===== src/rtl/fcl_pkg.sv =====
package fcl_pkg;

  typedef enum logic [2:0] {
    ST_IDLE,
    ST_PHI,
    ST_PLOW,
    ST_WIHI,
    ST_SHIFT,
    ST_WDONE,
    ST_HOLD_LO,
    ST_HOLD_HI
  } fcl_state_e;

  typedef enum logic [1:0] {
    RES_OK           = 2'd0,
    RES_NO_INIT_LOW  = 2'd1,
    RES_NO_INIT_HIGH = 2'd2,
    RES_NO_DONE      = 2'd3
  } fcl_res_e;

  function automatic int unsigned fcl_max(int unsigned a, int unsigned b);
    return (a > b) ? a : b;
  endfunction

endpackage


===== src/rtl/fcl_wtimer.sv =====
// Window counter: cleared by the controller, flags the last cycle of a window.
module fcl_wtimer #(
  parameter int unsigned CW = 8
) (
  input  logic          clk,
  input  logic          rst_n,
  input  logic          clr_i,
  input  logic [CW-1:0] lim_i,
  output logic          hit_o
);

  logic [CW-1:0] cnt_q, cnt_d;

  always_comb begin
    if (clr_i) cnt_d = '0;
    else       cnt_d = cnt_q + 1'b1;
  end

  always_ff @(posedge clk or negedge rst_n) begin
    if (!rst_n) cnt_q <= '0;
    else        cnt_q <= cnt_d;
  end

  assign hit_o = (cnt_q == lim_i - 1'b1);

  AST_CNT_IN_WINDOW: assert property (@(posedge clk) disable iff (!rst_n)
    cnt_q < lim_i);

endmodule


===== src/rtl/fcl_shifter.sv =====
// Byte serializer with its own configuration-clock generator.
module fcl_shifter #(
  parameter int unsigned BYTE_W    = 8,
  parameter int unsigned CCLK_HALF = 2
) (
  input  logic              clk,
  input  logic              rst_n,
  input  logic              load_i,
  input  logic [BYTE_W-1:0] data_i,
  input  logic              last_i,
  output logic              empty_o,
  output logic              cclk_o,
  output logic              din_o,
  output logic              end_o
);

  localparam int unsigned HW = (CCLK_HALF > 1) ? $clog2(CCLK_HALF) : 1;
  localparam int unsigned BW = $clog2(BYTE_W + 1);

  logic              act_q, act_d;
  logic              cclk_q, cclk_d;
  logic              last_q, last_d;
  logic [HW-1:0]     hcnt_q, hcnt_d;
  logic [BW-1:0]     bcnt_q, bcnt_d;
  logic [BYTE_W-1:0] sreg_q, sreg_d;
  logic              half_end;

  assign half_end = act_q && (hcnt_q == HW'(CCLK_HALF - 1));

  always_comb begin
    act_d  = act_q;
    cclk_d = cclk_q;
    last_d = last_q;
    hcnt_d = hcnt_q;
    bcnt_d = bcnt_q;
    sreg_d = sreg_q;
    if (load_i && !act_q) begin
      act_d  = 1'b1;
      cclk_d = 1'b0;
      last_d = last_i;
      hcnt_d = '0;
      bcnt_d = BW'(BYTE_W);
      sreg_d = data_i;
    end else if (act_q) begin
      if (half_end) begin
        hcnt_d = '0;
        if (!cclk_q) begin
          cclk_d = 1'b1;
        end else begin
          cclk_d = 1'b0;
          sreg_d = {sreg_q[BYTE_W-2:0], 1'b0};
          bcnt_d = bcnt_q - 1'b1;
          if (bcnt_q == BW'(1)) act_d = 1'b0;
        end
      end else begin
        hcnt_d = hcnt_q + 1'b1;
      end
    end
  end

  always_ff @(posedge clk or negedge rst_n) begin
    if (!rst_n) begin
      act_q  <= 1'b0;
      cclk_q <= 1'b0;
      last_q <= 1'b0;
      hcnt_q <= '0;
      bcnt_q <= '0;
      sreg_q <= '0;
    end else begin
      act_q  <= act_d;
      cclk_q <= cclk_d;
      last_q <= last_d;
      hcnt_q <= hcnt_d;
      bcnt_q <= bcnt_d;
      sreg_q <= sreg_d;
    end
  end

  assign empty_o = !act_q;
  assign cclk_o  = cclk_q;
  assign din_o   = act_q && sreg_q[BYTE_W-1];
  assign end_o   = half_end && cclk_q && (bcnt_q == BW'(1)) && last_q;

  AST_DIN_STABLE_CCLK_HIGH: assert property (@(posedge clk) disable iff (!rst_n)
    (cclk_q && $past(cclk_q)) |-> $stable(din_o));

endmodule


===== src/rtl/fpga_cfg_loader.sv =====
module fpga_cfg_loader
  import fcl_pkg::*;
#(
  parameter int unsigned BYTE_W      = 8,
  parameter int unsigned CCLK_HALF   = 2,
  parameter int unsigned T_INIT_LOW  = 1000,
  parameter int unsigned T_INIT_HIGH = 1000,
  parameter int unsigned T_DONE      = 1000,
  parameter int unsigned HOLD_CYC    = 250000
) (
  input  logic              clk,
  input  logic              rst_n,
  input  logic              start_i,
  input  logic [BYTE_W-1:0] data_i,
  input  logic              valid_i,
  input  logic              last_i,
  output logic              ready_o,
  output logic              prog_o,
  output logic              cclk_o,
  output logic              din_o,
  input  logic              init_i,
  input  logic              done_i,
  output logic              busy_o,
  output logic [1:0]        code_o
);

  localparam int unsigned MAXW =
    fcl_max(fcl_max(T_INIT_LOW, T_INIT_HIGH), fcl_max(T_DONE, HOLD_CYC));
  localparam int unsigned CW = $clog2(MAXW + 1);

  // reset: asserted at once, released after two clock edges
  logic [1:0] rs_q;
  logic       srst_n;

  always_ff @(posedge clk or negedge rst_n) begin
    if (!rst_n) rs_q <= '0;
    else        rs_q <= {rs_q[0], 1'b1};
  end
  assign srst_n = rs_q[1];

  fcl_state_e    st_q, st_d;
  fcl_res_e      code_q, code_d;
  logic [CW-1:0] lim;
  logic          tmr_clr, tmr_hit;
  logic          sh_load, sh_empty, sh_cclk, sh_din, sh_end;

  // window length for the state being timed
  always_comb begin
    unique case (st_q)
      ST_PLOW:              lim = CW'(T_INIT_LOW);
      ST_WIHI:              lim = CW'(T_INIT_HIGH);
      ST_WDONE:             lim = CW'(T_DONE);
      ST_HOLD_LO, ST_HOLD_HI: lim = CW'(HOLD_CYC);
      default:              lim = CW'(1);
    endcase
  end

  assign tmr_clr = (st_d != st_q) || (st_q == ST_IDLE) || (st_q == ST_SHIFT);

  fcl_wtimer #(.CW(CW)) u_tmr (
    .clk   (clk),
    .rst_n (srst_n),
    .clr_i (tmr_clr),
    .lim_i (lim),
    .hit_o (tmr_hit)
  );

  assign sh_load = valid_i && ready_o;

  fcl_shifter #(.BYTE_W(BYTE_W), .CCLK_HALF(CCLK_HALF)) u_sh (
    .clk     (clk),
    .rst_n   (srst_n),
    .load_i  (sh_load),
    .data_i  (data_i),
    .last_i  (last_i),
    .empty_o (sh_empty),
    .cclk_o  (sh_cclk),
    .din_o   (sh_din),
    .end_o   (sh_end)
  );

  // sequencer: the awaited level is tested before the window expiry
  always_comb begin
    st_d   = st_q;
    code_d = code_q;
    unique case (st_q)
      ST_IDLE: if (start_i) begin
        st_d   = ST_PHI;
        code_d = RES_OK;
      end
      ST_PHI: st_d = ST_PLOW;
      ST_PLOW: begin
        if (!init_i) st_d = ST_WIHI;
        else if (tmr_hit) begin
          st_d   = ST_IDLE;
          code_d = RES_NO_INIT_LOW;
        end
      end
      ST_WIHI: begin
        if (init_i) st_d = ST_SHIFT;
        else if (tmr_hit) begin
          st_d   = ST_IDLE;
          code_d = RES_NO_INIT_HIGH;
        end
      end
      ST_SHIFT: if (sh_end) st_d = ST_WDONE;
      ST_WDONE: begin
        if (done_i) st_d = ST_HOLD_LO;
        else if (tmr_hit) begin
          st_d   = ST_IDLE;
          code_d = RES_NO_DONE;
        end
      end
      ST_HOLD_LO: if (tmr_hit) st_d = ST_HOLD_HI;
      ST_HOLD_HI: if (tmr_hit) st_d = ST_IDLE;
      default:    st_d = ST_IDLE;
    endcase
  end

  always_ff @(posedge clk or negedge srst_n) begin
    if (!srst_n) begin
      st_q   <= ST_IDLE;
      code_q <= RES_OK;
    end else begin
      st_q   <= st_d;
      code_q <= code_d;
    end
  end

  assign busy_o  = (st_q != ST_IDLE);
  assign prog_o  = (st_q != ST_PLOW);
  assign ready_o = (st_q == ST_SHIFT) && sh_empty;
  assign cclk_o  = (st_q == ST_SHIFT) ? sh_cclk
                 : ((st_q == ST_HOLD_LO) || (st_q == ST_HOLD_HI));
  assign din_o   = (st_q == ST_SHIFT) ? sh_din : (st_q == ST_HOLD_HI);
  assign code_o  = code_q;

  AST_PROG_LOW_ONLY_BUSY: assert property (@(posedge clk) disable iff (!srst_n)
    !prog_o |-> busy_o);

  AST_READY_ONLY_BUSY: assert property (@(posedge clk) disable iff (!srst_n)
    ready_o |-> busy_o);

  AST_CODE_HELD_IDLE: assert property (@(posedge clk) disable iff (!srst_n)
    (!busy_o && !start_i) |=> $stable(code_o));

  AST_END_PINS_QUIET: assert property (@(posedge clk) disable iff (!srst_n)
    $fell(busy_o) |-> (prog_o && !cclk_o));

endmodule


===== config.mk =====
export PLATFORM = sky130hd
export DESIGN_NAME = fpga_cfg_loader
export DESIGN_NICKNAME = d
export VERILOG_FILES = /design/src/rtl/fcl_pkg.sv /design/src/rtl/fcl_wtimer.sv /design/src/rtl/fcl_shifter.sv /design/src/rtl/fpga_cfg_loader.sv
export SDC_FILE = /design/constraint.sdc
export NUM_CORES = 1
export LEC_CHECK = 0
export BUFFER_PORTS_ARGS = -buffer_cell sky130_fd_sc_hd__buf_4
export CAP_MARGIN = 20
export CORE_MARGIN = 5
export CORE_UTILIZATION = 50
export DETAILED_ROUTE_END_ITERATION = 7
export PLACE_DENSITY_LB_ADDON = 0.3
export SLEW_MARGIN = 20
export SYNTH_ARGS = -nofsm -noshare
export SYNTH_HDL_FRONTEND = slang
export SYNTH_SLANG_ARGS = --single-unit

===== constraint.sdc =====
create_clock -name clk -period 1.6 [get_ports clk]
set_input_delay 0 -clock clk [delete_from_list [all_inputs] [get_ports clk]]
set_output_delay 0 -clock clk [all_outputs]
set_load 0.02 [all_outputs]

==> results.yml, run 1 <==
global_route:
  grt_max_degree: 24
  grt_antenna_before_repair: 0
  first_global_vias: 2251
  overflow: 0
  track_usage: 0.221
  grt_pass1_wl_um: 10700
floorplan:
  fp.dieW_um: 78.2
  design.die.area_sq_um: 6120
  coreArea_sq_um: 4440
  start_util: 0.524
  die_h_um: 78.2
  ios: 22
  row_count: 24
synthesis:
  ys_types: 50
  yosys_warnings: 0
  synth_top_flop_cell: "dfrtp_1"
  ys_async_sr_fraction: 1.00
  syn-cell-area_sq_um: 2330
  synthCells: 245
  yosysSeqAreaShare: 0.441
  syn_nets: 263
  synth-edff-count: 0
  ys_ff_latch: 41
  avgSynthCellArea_sq_um: 9.50
drt:
  routed_wl_um: 6770
  ant_nets: 0
  wire_per_inst_um: 17.5
  drt_iter0_drc: 166
  via_per_inst: 5.91
  drc: 0
  firstDrtPassIters: 4
  vias: 2286
sta:
  timing.fmax_mhz: 473
  rsz0062_at_grt: "yes"
  drv_slew: 0
  setup-violations-final: 23
  fin_skew_ps: 10.3
  layout_worst_path_cycle_share: 1.32
  period_needed_ps: 2110
  finalHoldViolations: 0
  setup_ws_ps: -512
finish:
  drive_gt1_frac: 0.391
  areaGrowthSynthToFinish_pct: 46.6
  diodes: 0
  final_nets: 352
  post-route-cell-area_sq_um: 3410
status:
  status: "finished, violations left"
  violations: "setup timing"
pwr:
  cellLeakagePower_nw: 1.53
  powerDensity_nw_per_um2: 1670
  ir_worst_vdd_uv: 788
  p_total_mw: 5.70
critical_path:
  cp-start-kind: "flip-flop"
  crit_required_ps: 1780
  crit_type: "flip-flop to flip-flop"
  crit_fanout: 5
  r2r-start: "u_tmr.cnt_q[2]"
  critPathArrivalTime_ps: 2290
  crit_path_start: "u_tmr.cnt_q[2]"
  end_kind: "flip-flop"
run:
  maxCapViolCount: 0
placed_design:
  dpl_cell_area_sq_um: 2920
  gp_congestion: 0.906
  io_buffers: 21
  place_hpwl_um: 3720
min_path:
  hp-start: "init_i"
  hold_class: "input pin to flip-flop"
clock_tree:
  clockBufferDepth: 2
  clock_latency_ps: 300
  htree_num_levels: 2
  tritoncts: "built"
  clkTransAtPathRegs_ps: 80
  cts_sinks: 41
  cts-buffers-inserted: 5
  cts_root_buf: "clkbuf_8"
==> state kept, by name, summed over array words and instances (netlist names) <==
register,count
u_sh.sreg_q,8
u_sh.act_q,1
u_sh.last_q,1
rs_q,2
u_sh.cclk_o,1
code_o,2
st_q,3
u_sh.bcnt_q,4
u_sh.hcnt_q,1
u_tmr.cnt_q,18
==> cell families after synthesis <==
family	count (synthesis)	synth area share
multiplexers	3	0.0140
AND/OR/NAND/NOR	116	0.281
adder cells (fa/ha/maj)	3	0.0161
XOR/XNOR	21	0.0790
other	1	0.00161
flip-flops	41	0.441
AO/OA/AOI/OAI	38	0.125
buffers and inverters	22	0.0419
==> report_power, final <==
group / switching [mW] / internal (mW)
Clock: 0.378 / 0.508
Combinational: 1.78 / 1.55
Sequential: 0.187 / 1.30
Total: 2.35 / 3.36
==> worst paths after layout <==
path	endpoint	slack, ps	cells after the start
setup / recovery	u_tmr.cnt_q[5]	-510	7
hold / removal	code_o[0]	100	3
setup reg to reg	u_tmr.cnt_q[5]	-510	7
hold reg to reg	u_sh.last_q	240	1
max in group asynchronous	rs_q[1]	940	3
min in group asynchronous	u_sh.last_q	240	1
==> through the flow <==
step / TNS (ps) / setup slack [ps] / hold slack (ps) / utilization / cells
5_1_grt: -11560 / -601 / 122 / 0.768 / 387
3_5_place_dp: -6490 / -386 / -216 / 0.656 / 356
6_report: -9730 / -512 / 95.2 / 0.768 / 387
3_3_place_gp: -5120 / -324 / -216 / 0.656 / 356
4_1_cts: -6970 / -371 / 91.6 / 0.744 / 385
2_1_floorplan: -5330 / -295 / -296 / - / 245
==> per-layer routing <==
layer  share of wire  track usage  up-vias
met1            0.42        0.278     1106
met4           0.027       0.0997        0
met3           0.062       0.0549       22
met5               0            0        -
met2            0.49        0.360      106
li1                -            -     1052
==> layout make-up <==
class | count | area (sq um)
clock buffer | 6 | 82.6
inverter | 8 | 30.0
sequential | 41 | 1030
clock inverter | 2 | 37.5
multi-input combinational | 182 | 1360
tap | 52 | 65.1
fill | 272 | 1030
timing repair buffer | 96 | 815
==> layout by cell type (no fill, tap or decap), types with 3 or more instances in the layout <==
cell type and count:
o211ai_1 3, dfrtp_1 40, nand2_1 30, nor4_1 4, and4_1 5, xor2_1 11, nand3_1 10, and3_1 4
clkbuf_8 6, nor2_1 18, a21oi_1 7, a211oi_2 3, nor3_2 7, nand2b_1 4, buf_6 7, buf_4 74
nor3_4 5, xnor2_1 10, dlygate4sd3_1 11, inv_1 7, nand4_1 6, a22oi_1 7
==> critical path, stage by stage (launching register included) <==
cell and delay (ps):
dfrtp_1 430, or3_1 360, nor4_1 300, o211ai_1 250, a211oi_2 270, buf_4 200, buf_12 130, nor3_4 30
==> what timing repair did <==
item / in CTS / in global routing
hold buffers: 11 / 0
resized for setup: 17 / 30
setup buffers: 9 / 5
pin swaps: 10 / 13
cloned: 2 / 0
endpoints found under the hold margin: 11 / 0
endpoints found under the setup margin: 35 / 32
==> synth_stat cells (4+ instances only) <==
cell / instances / area, sq um
and3_1: 4 / 25.0
clkbuf_1: 7 / 26.3
nor4_1: 4 / 25.0
nor3_1: 5 / 25.0
nand2_1: 31 / 116
nand3_1: 10 / 50.1
and4_1: 5 / 43.8
xnor2_1: 10 / 87.6
nand4_1: 6 / 37.5
nor3_2: 9 / 90.1
dfrtp_1: 41 / 1030
a22oi_1: 7 / 52.6
nor2_1: 20 / 75.1
nand2b_1: 4 / 25.0
buf_2: 5 / 25.0
inv_1: 8 / 30.0
a21oi_1: 8 / 40.0
xor2_1: 11 / 96.3
Power figures use the tool's default switching activity.
==> run 2: changes to the inputs <==
CORE_UTILIZATION = 59   (was 50)
==> run 2 against run 1 <==
Effect of this change:
- the run now fails in 5_1_grt
- synthesized cell count stayed put
- area after synthesis stayed put
==> results.yml, run 2 <==
synthesis:
  synthCells: 245
  ys_ff_latch: 41
  yosysTopAreaCellShare: 0.441
  yosysSeqAreaShare: 0.441
  ys_async_sr_fraction: 1.00
  synth_common_cells: "dfrtp_1 (41), nand2_1 (31), nor2_1 (20), xor2_1 (11)"
  yosysTopAreaCell: "dfrtp_1"
  syn_nets: 263
  synth_top_flop_cell: "dfrtp_1"
  yosys_warnings: 0
  synthTopCellsByArea: "dfrtp_1 (44%), nand2_1 (5.0%), xor2_1 (4.1%), nor3_2 (3.9%), xnor2_1 (3.8%)"
  avgSynthCellArea_sq_um: 9.50
  ys_types: 50
  post-synth-top-count-cell: "dfrtp_1"
  syn-cell-area_sq_um: 2330
  synth-edff-count: 0
floorplan:
  die_h_um: 72.8
  ios: 22
  row_count: 22
  start_util: 0.622
  fp.dieW_um: 72.8
global_route:
  grt_max_degree: 34
  grt_antenna_before_repair: 0
placed_design:
  gp_congestion: 0.851
  io_buffers: 21
  dp_slack_ps: -324
  place_hpwl_um: 4170
  dpl_cell_area_sq_um: 2960
clock_tree:
  htree_num_levels: 2
  cts_sinks: 41
  clockBufferDepth: 2
  cts-buffers-inserted: 5
  cts_root_buf: "clkbuf_8"
status:
  failed_stage: "5_1_grt"
  error: "[ERROR DPL-0033] detailed placement checks failed during check placement."
  status: "stopped before the end"
sta:
  worst-ep-kind: "register data pin"
  grt_worst_setup_endpoint: "u_tmr.cnt_q[1]$_DFF_PN0_/D"
==> run 2: cell counts after synthesis <==
No cell type changed its count.
==> run 2: stage by stage <==
| stage | util | cells |
|---|---|---|
| detailed placement | 0.791 | 359 |
| global placement | 0.791 | 359 |
| floorplan | - | 245 |
| CTS | 0.899 | 388 |
==> run 2: kinds of logic after synthesis <==
logic type / Yosys count / share of synthesized area
compound gates: 38 / 0.125
xor+xnor: 21 / 0.0790
fa+ha+maj: 3 / 0.0161
buf+inv: 22 / 0.0419
flops: 41 / 0.441
mux: 3 / 0.0140
other cells: 1 / 0.00161
simple gates: 116 / 0.281
==> run 2: what timing repair did <==
| action | 4_1_cts |
|---|---|
| pin swaps | 14 |
| gates resized for setup | 22 |
| setup endpoints to repair | 37 |
| hold buffers | 10 |
| setup buffers | 9 |
| hold endpoints to repair | 11 |
| cloned | 2 |
==> run 3: changes to the inputs <==
CORE_UTILIZATION = 40   (was 59)
PLACE_DENSITY_LB_ADDON = 0.15   (was 0.3)
==> run 3 against run 2 <==
Effect of this change:
- the flow now finishes, with violations (setup timing)
==> results.yml, run 3 (same netlist as run 1, synthesis figures left out) <==
drt:
  via_per_inst: 5.09
  drt_iter0_drc: 55
  routed_wl_um: 5850
  firstDrtPassIters: 4
  drc: 0
  wire_per_inst_um: 14.1
  vias: 2118
  ant_nets: 0
run:
  maxCapViolCount: 0
critical_path:
  r2r_cells: 6
  end_kind: "flip-flop"
  cp-start-kind: "flip-flop"
  critPathArrivalTime_ps: 2200
  r2r-start: "st_q[1]"
  r2r_end: "u_tmr.cnt_q[5]"
  crit_fanout: 6
  cp-endpoint: "u_tmr.cnt_q[5]"
  crit_type: "flip-flop to flip-flop"
  crit_required_ps: 1820
  crit_path_start: "st_q[1]"
  rrSetupSlack_ps: -380
pwr:
  cellLeakagePower_nw: 1.58
  ir_worst_vdd_uv: 891
  p_total_mw: 5.49
  powerDensity_nw_per_um2: 1560
finish:
  final_nets: 361
  largest_register_ff_count: 18
  final_util: 0.633
  regMostFlops: "u_tmr.cnt_q"
  mostFrequentLayoutCells: "buf_4 (77), dfrtp_1 (40), nand2_1 (30), nor2_1 (19), buf_6 (14)"
  reg_top3: "u_tmr.cnt_q x18, u_sh.sreg_q x8, u_sh.bcnt_q x4"
  areaGrowthSynthToFinish_pct: 51.7
  diodes: 0
  drive_gt1_frac: 0.424
  layout_commonest_cell: "buf_4"
global_route:
  track_usage: 0.163
  first_global_vias: 2140
  grt_antenna_before_repair: 0
  grt_pass1_wl_um: 9830
  overflow: 0
  grt_max_degree: 24
placed_design:
  gp_congestion: 0.893
  place_hpwl_um: 4060
  io_buffers: 21
sta:
  setup_ws_ps: -377
  finalHoldViolations: 0
  timing.fmax_mhz: 506
  drv_slew: 0
  fin_skew_ps: 8.02
  layout_worst_path_cycle_share: 1.24
  period_needed_ps: 1980
  setup-violations-final: 24
  rsz0062_at_grt: "yes"
floorplan:
  row_count: 27
  coreArea_sq_um: 5570
  ios: 22
  design.die.area_sq_um: 7440
  die_h_um: 86.3
  start_util: 0.418
  fp.dieW_um: 86.3
clock_tree:
  tritoncts: "built"
  clockBufferDepth: 2
  clkTransAtPathRegs_ps: 80
  cts_sinks: 41
  cts-buffers-inserted: 5
  clock_latency_ps: 290
  htree_num_levels: 2
  cts_root_buf: "clkbuf_8"
status:
  status: "finished, violations left"
  violations: "setup timing"
min_path:
  hold_class: "input pin to async pin"
[run 3: layer usage]
| metal | global-route usage | vias up | part of all wire |
|---|---|---|---|
| li1 | - | 1067 | - |
| met1 | 0.229 | 1008 | 0.48 |
| met2 | 0.256 | 33 | 0.47 |
| met3 | 0.0342 | 10 | 0.036 |
| met4 | 0.0425 | 0 | 0.017 |
| met5 | 0 | - | 0 |
[run 3: how the worst min path moves through the flow]
stage               endpoint  slack, ps
finish               rs_q[1]         20
floorplan            rs_q[0]       -300
CTS                  rs_q[0]          5
global route         rs_q[0]         20
global placement     rs_q[0]       -220
detailed placement   rs_q[0]       -220
[run 3: critical path, cell delays in order, from the launching register on]
cell and delay [ps]:
dfrtp_2 450, or3_4 380, or2_4 260, a2111oi_4 410, a211oi_4 110, buf_6 170, nor3_2 130
[run 3: what timing repair did]
item	4_1_cts	5_1_grt
cloned	0	1
buffers inserted	10	1
gates resized for setup	33	20
setup endpoints to repair	32	38
pin swaps	15	8
hold buffers	10	0
endpoints found under the hold margin	11	0
[run 3: power by group]
part	leakage (nW)	internal (mW)	switching, mW
logic	0.998	1.65	1.67
clock network	0.0512	0.350	0.362
registers	0.527	1.30	0.164
[run 3: per-stage QoR]
step	hold slack, ps	cell area (sq um)	setup TNS [ps]	setup slack, ps	instances
5_1_grt	18.6	3530	-9290	-485	416
4_1_cts	5.25	3420	-6260	-345	414
2_1_floorplan	-296	2350	-5330	-295	245
6_report	16.9	3530	-6630	-377	416
3_3_place_gp	-217	3010	-5420	-328	387
3_5_place_dp	-216	3010	-5930	-349	387
[run 3: area by class of cell]
type	count	area, sq um
clock inverter	2	13.8
inverter	8	32.5
clock buffer	6	82.6
fill	472	2040
sequential	41	1030
timing repair buffer	105	911
tap	72	90.1
multi-input combinational	182	1370
==> run 4: changes to the inputs <==
MAX_ROUTING_LAYER = met4   (was unset)
PLACE_DENSITY = 0.57   (was unset)
PLACE_DENSITY_LB_ADDON = unset   (was 0.15)
==> run 4 against run 3 <==
Effect of this change:
- the flow still finishes with violations (setup timing)
- flip-flop and latch count did not move
- clock power rose by 24%
- largest power group unchanged
- maximum frequency fell by 0.10%
- critical path type unchanged
==> results.yml, run 4 (same netlist as run 1, synthesis figures left out) <==
finish:
  layout_commonest_cell: "buf_4"
  mostFrequentLayoutCells: "buf_4 (84), dfrtp_1 (41), nand2_1 (30), nor2_1 (16), xor2_1 (11)"
  reg_top3: "u_tmr.cnt_q x18, u_sh.sreg_q x8, u_sh.bcnt_q x4"
  post-route-cell-area_sq_um: 3450
  areaGrowthSynthToFinish_pct: 48.4
  regMostFlops: "u_tmr.cnt_q"
  finalNonFillerCells: 413
  fillCellCount: 512
  largest_register_ff_count: 18
  final_util: 0.620
  final_nets: 358
  diodes: 0
  drive_gt1_frac: 0.416
clock_tree:
  cts_sinks: 41
  clkTransAtPathRegs_ps: 80
  clock_latency_ps: 300
  tritoncts: "built"
  cts-buffers-inserted: 5
  clockBufferDepth: 2
  htree_num_levels: 2
  cts_root_buf: "clkbuf_8"
global_route:
  grt_max_degree: 40
  overflow: 0
  grt_pass1_wl_um: 10100
  first_global_vias: 2116
  grt_antenna_before_repair: 0
  track_usage: 0.176
pwr:
  cellLeakagePower_nw: 1.54
  powerDensity_nw_per_um2: 1590
  p_total_mw: 5.49
  ir_worst_vdd_uv: 710
critical_path:
  cp-start-kind: "flip-flop"
  crit_path_start: "st_q[1]"
  cp-endpoint: "u_tmr.cnt_q[9]"
  end_kind: "flip-flop"
  crit_fanout: 8
  r2r_cells: 7
  r2r_end: "u_tmr.cnt_q[9]"
  r2r-start: "st_q[1]"
  crit_required_ps: 1820
  critPathArrivalTime_ps: 2200
  rrSetupSlack_ps: -380
  crit_type: "flip-flop to flip-flop"
status:
  status: "finished, violations left"
  violations: "setup timing"
drt:
  routed_wl_um: 5840
  vias: 2111
  ant_nets: 0
  wire_per_inst_um: 14.2
  firstDrtPassIters: 4
  drc: 0
  drt_iter0_drc: 88
  via_per_inst: 5.11
sta:
  fin_tns_setup_ps: -6560
  finalHoldViolations: 0
  fin_skew_ps: 6.09
  worst_slew_pin_slew_ps: 514
  rsz0062_at_grt: "yes"
  timing.fmax_mhz: 505
  setup-violations-final: 24
  holdWs_ps: 12.3
  slew_headroom: 0.657
  setup_ws_ps: -379
  drv_slew: 0
  layout_worst_path_cycle_share: 1.24
  period_needed_ps: 1980
floorplan:
  row_count: 27
  coreArea_sq_um: 5570
  ios: 22
  die_h_um: 86.3
  fp.dieW_um: 86.3
  start_util: 0.418
  design.die.area_sq_um: 7440
placed_design:
  gp_congestion: 0.911
  place_hpwl_um: 4130
  place_inst: 387
  dp_slack_ps: -546
  dpl_cell_area_sq_um: 3020
  io_buffers: 21
min_path:
  hold_class: "input pin to async pin"
run:
  maxCapViolCount: 0
[run 4: how the worst min path moves through the flow]
stage          endpoint  slack, ps  cells after the start
3_3_place_gp    rs_q[0]       -220                      1
6_report        rs_q[1]         10                      2
2_1_floorplan   rs_q[0]       -300                      0
4_1_cts         rs_q[1]          3                      2
3_5_place_dp    rs_q[0]       -220                      1
5_1_grt         rs_q[1]         20                      2
[run 4: worst max-delay path, cell delays in order (launching register included)]
cell and delay (ps):
dfrtp_1 410, buf_6 130, or3_4 360, or2_4 260, a2111oi_4 350, a211oi_4 120, buf_12 180, nor3_2 90
[run 4: area by class of cell]
type	count	area, sq um	share of cell area
well taps	72	90.1	0.0261
clock inverters	2	37.5	0.0109
flip-flops and latches	41	1030	0.297
repair buffers	102	838	0.243
multi-input cells	182	1350	0.391
inverters	8	30.0	0.00870
clock buffers	6	82.6	0.0239
[run 4: what timing repair did]
action / in CTS / in global routing
gates resized for setup: 24 / 12
hold buffers: 10 / 0
pin swaps: 10 / 4
setup buffers: 5 / 3
setup endpoints to repair: 31 / 30
endpoints found under the hold margin: 11 / 0
[run 4: where the power goes]
part           internal, mW  switching, mW  total (mW)
sequential             1.30          0.157        1.46
combinational          1.56           1.60        3.16
clock                 0.507          0.373       0.881
[run 4: per-layer routing]
metal  track usage  up-vias  part of all wire
met3        0.0361        5             0.044
met4        0.0439        0            0.0087
li1              -     1060                 -
met5             -        -                 0
met1         0.238     1009              0.47
met2         0.273       37              0.47
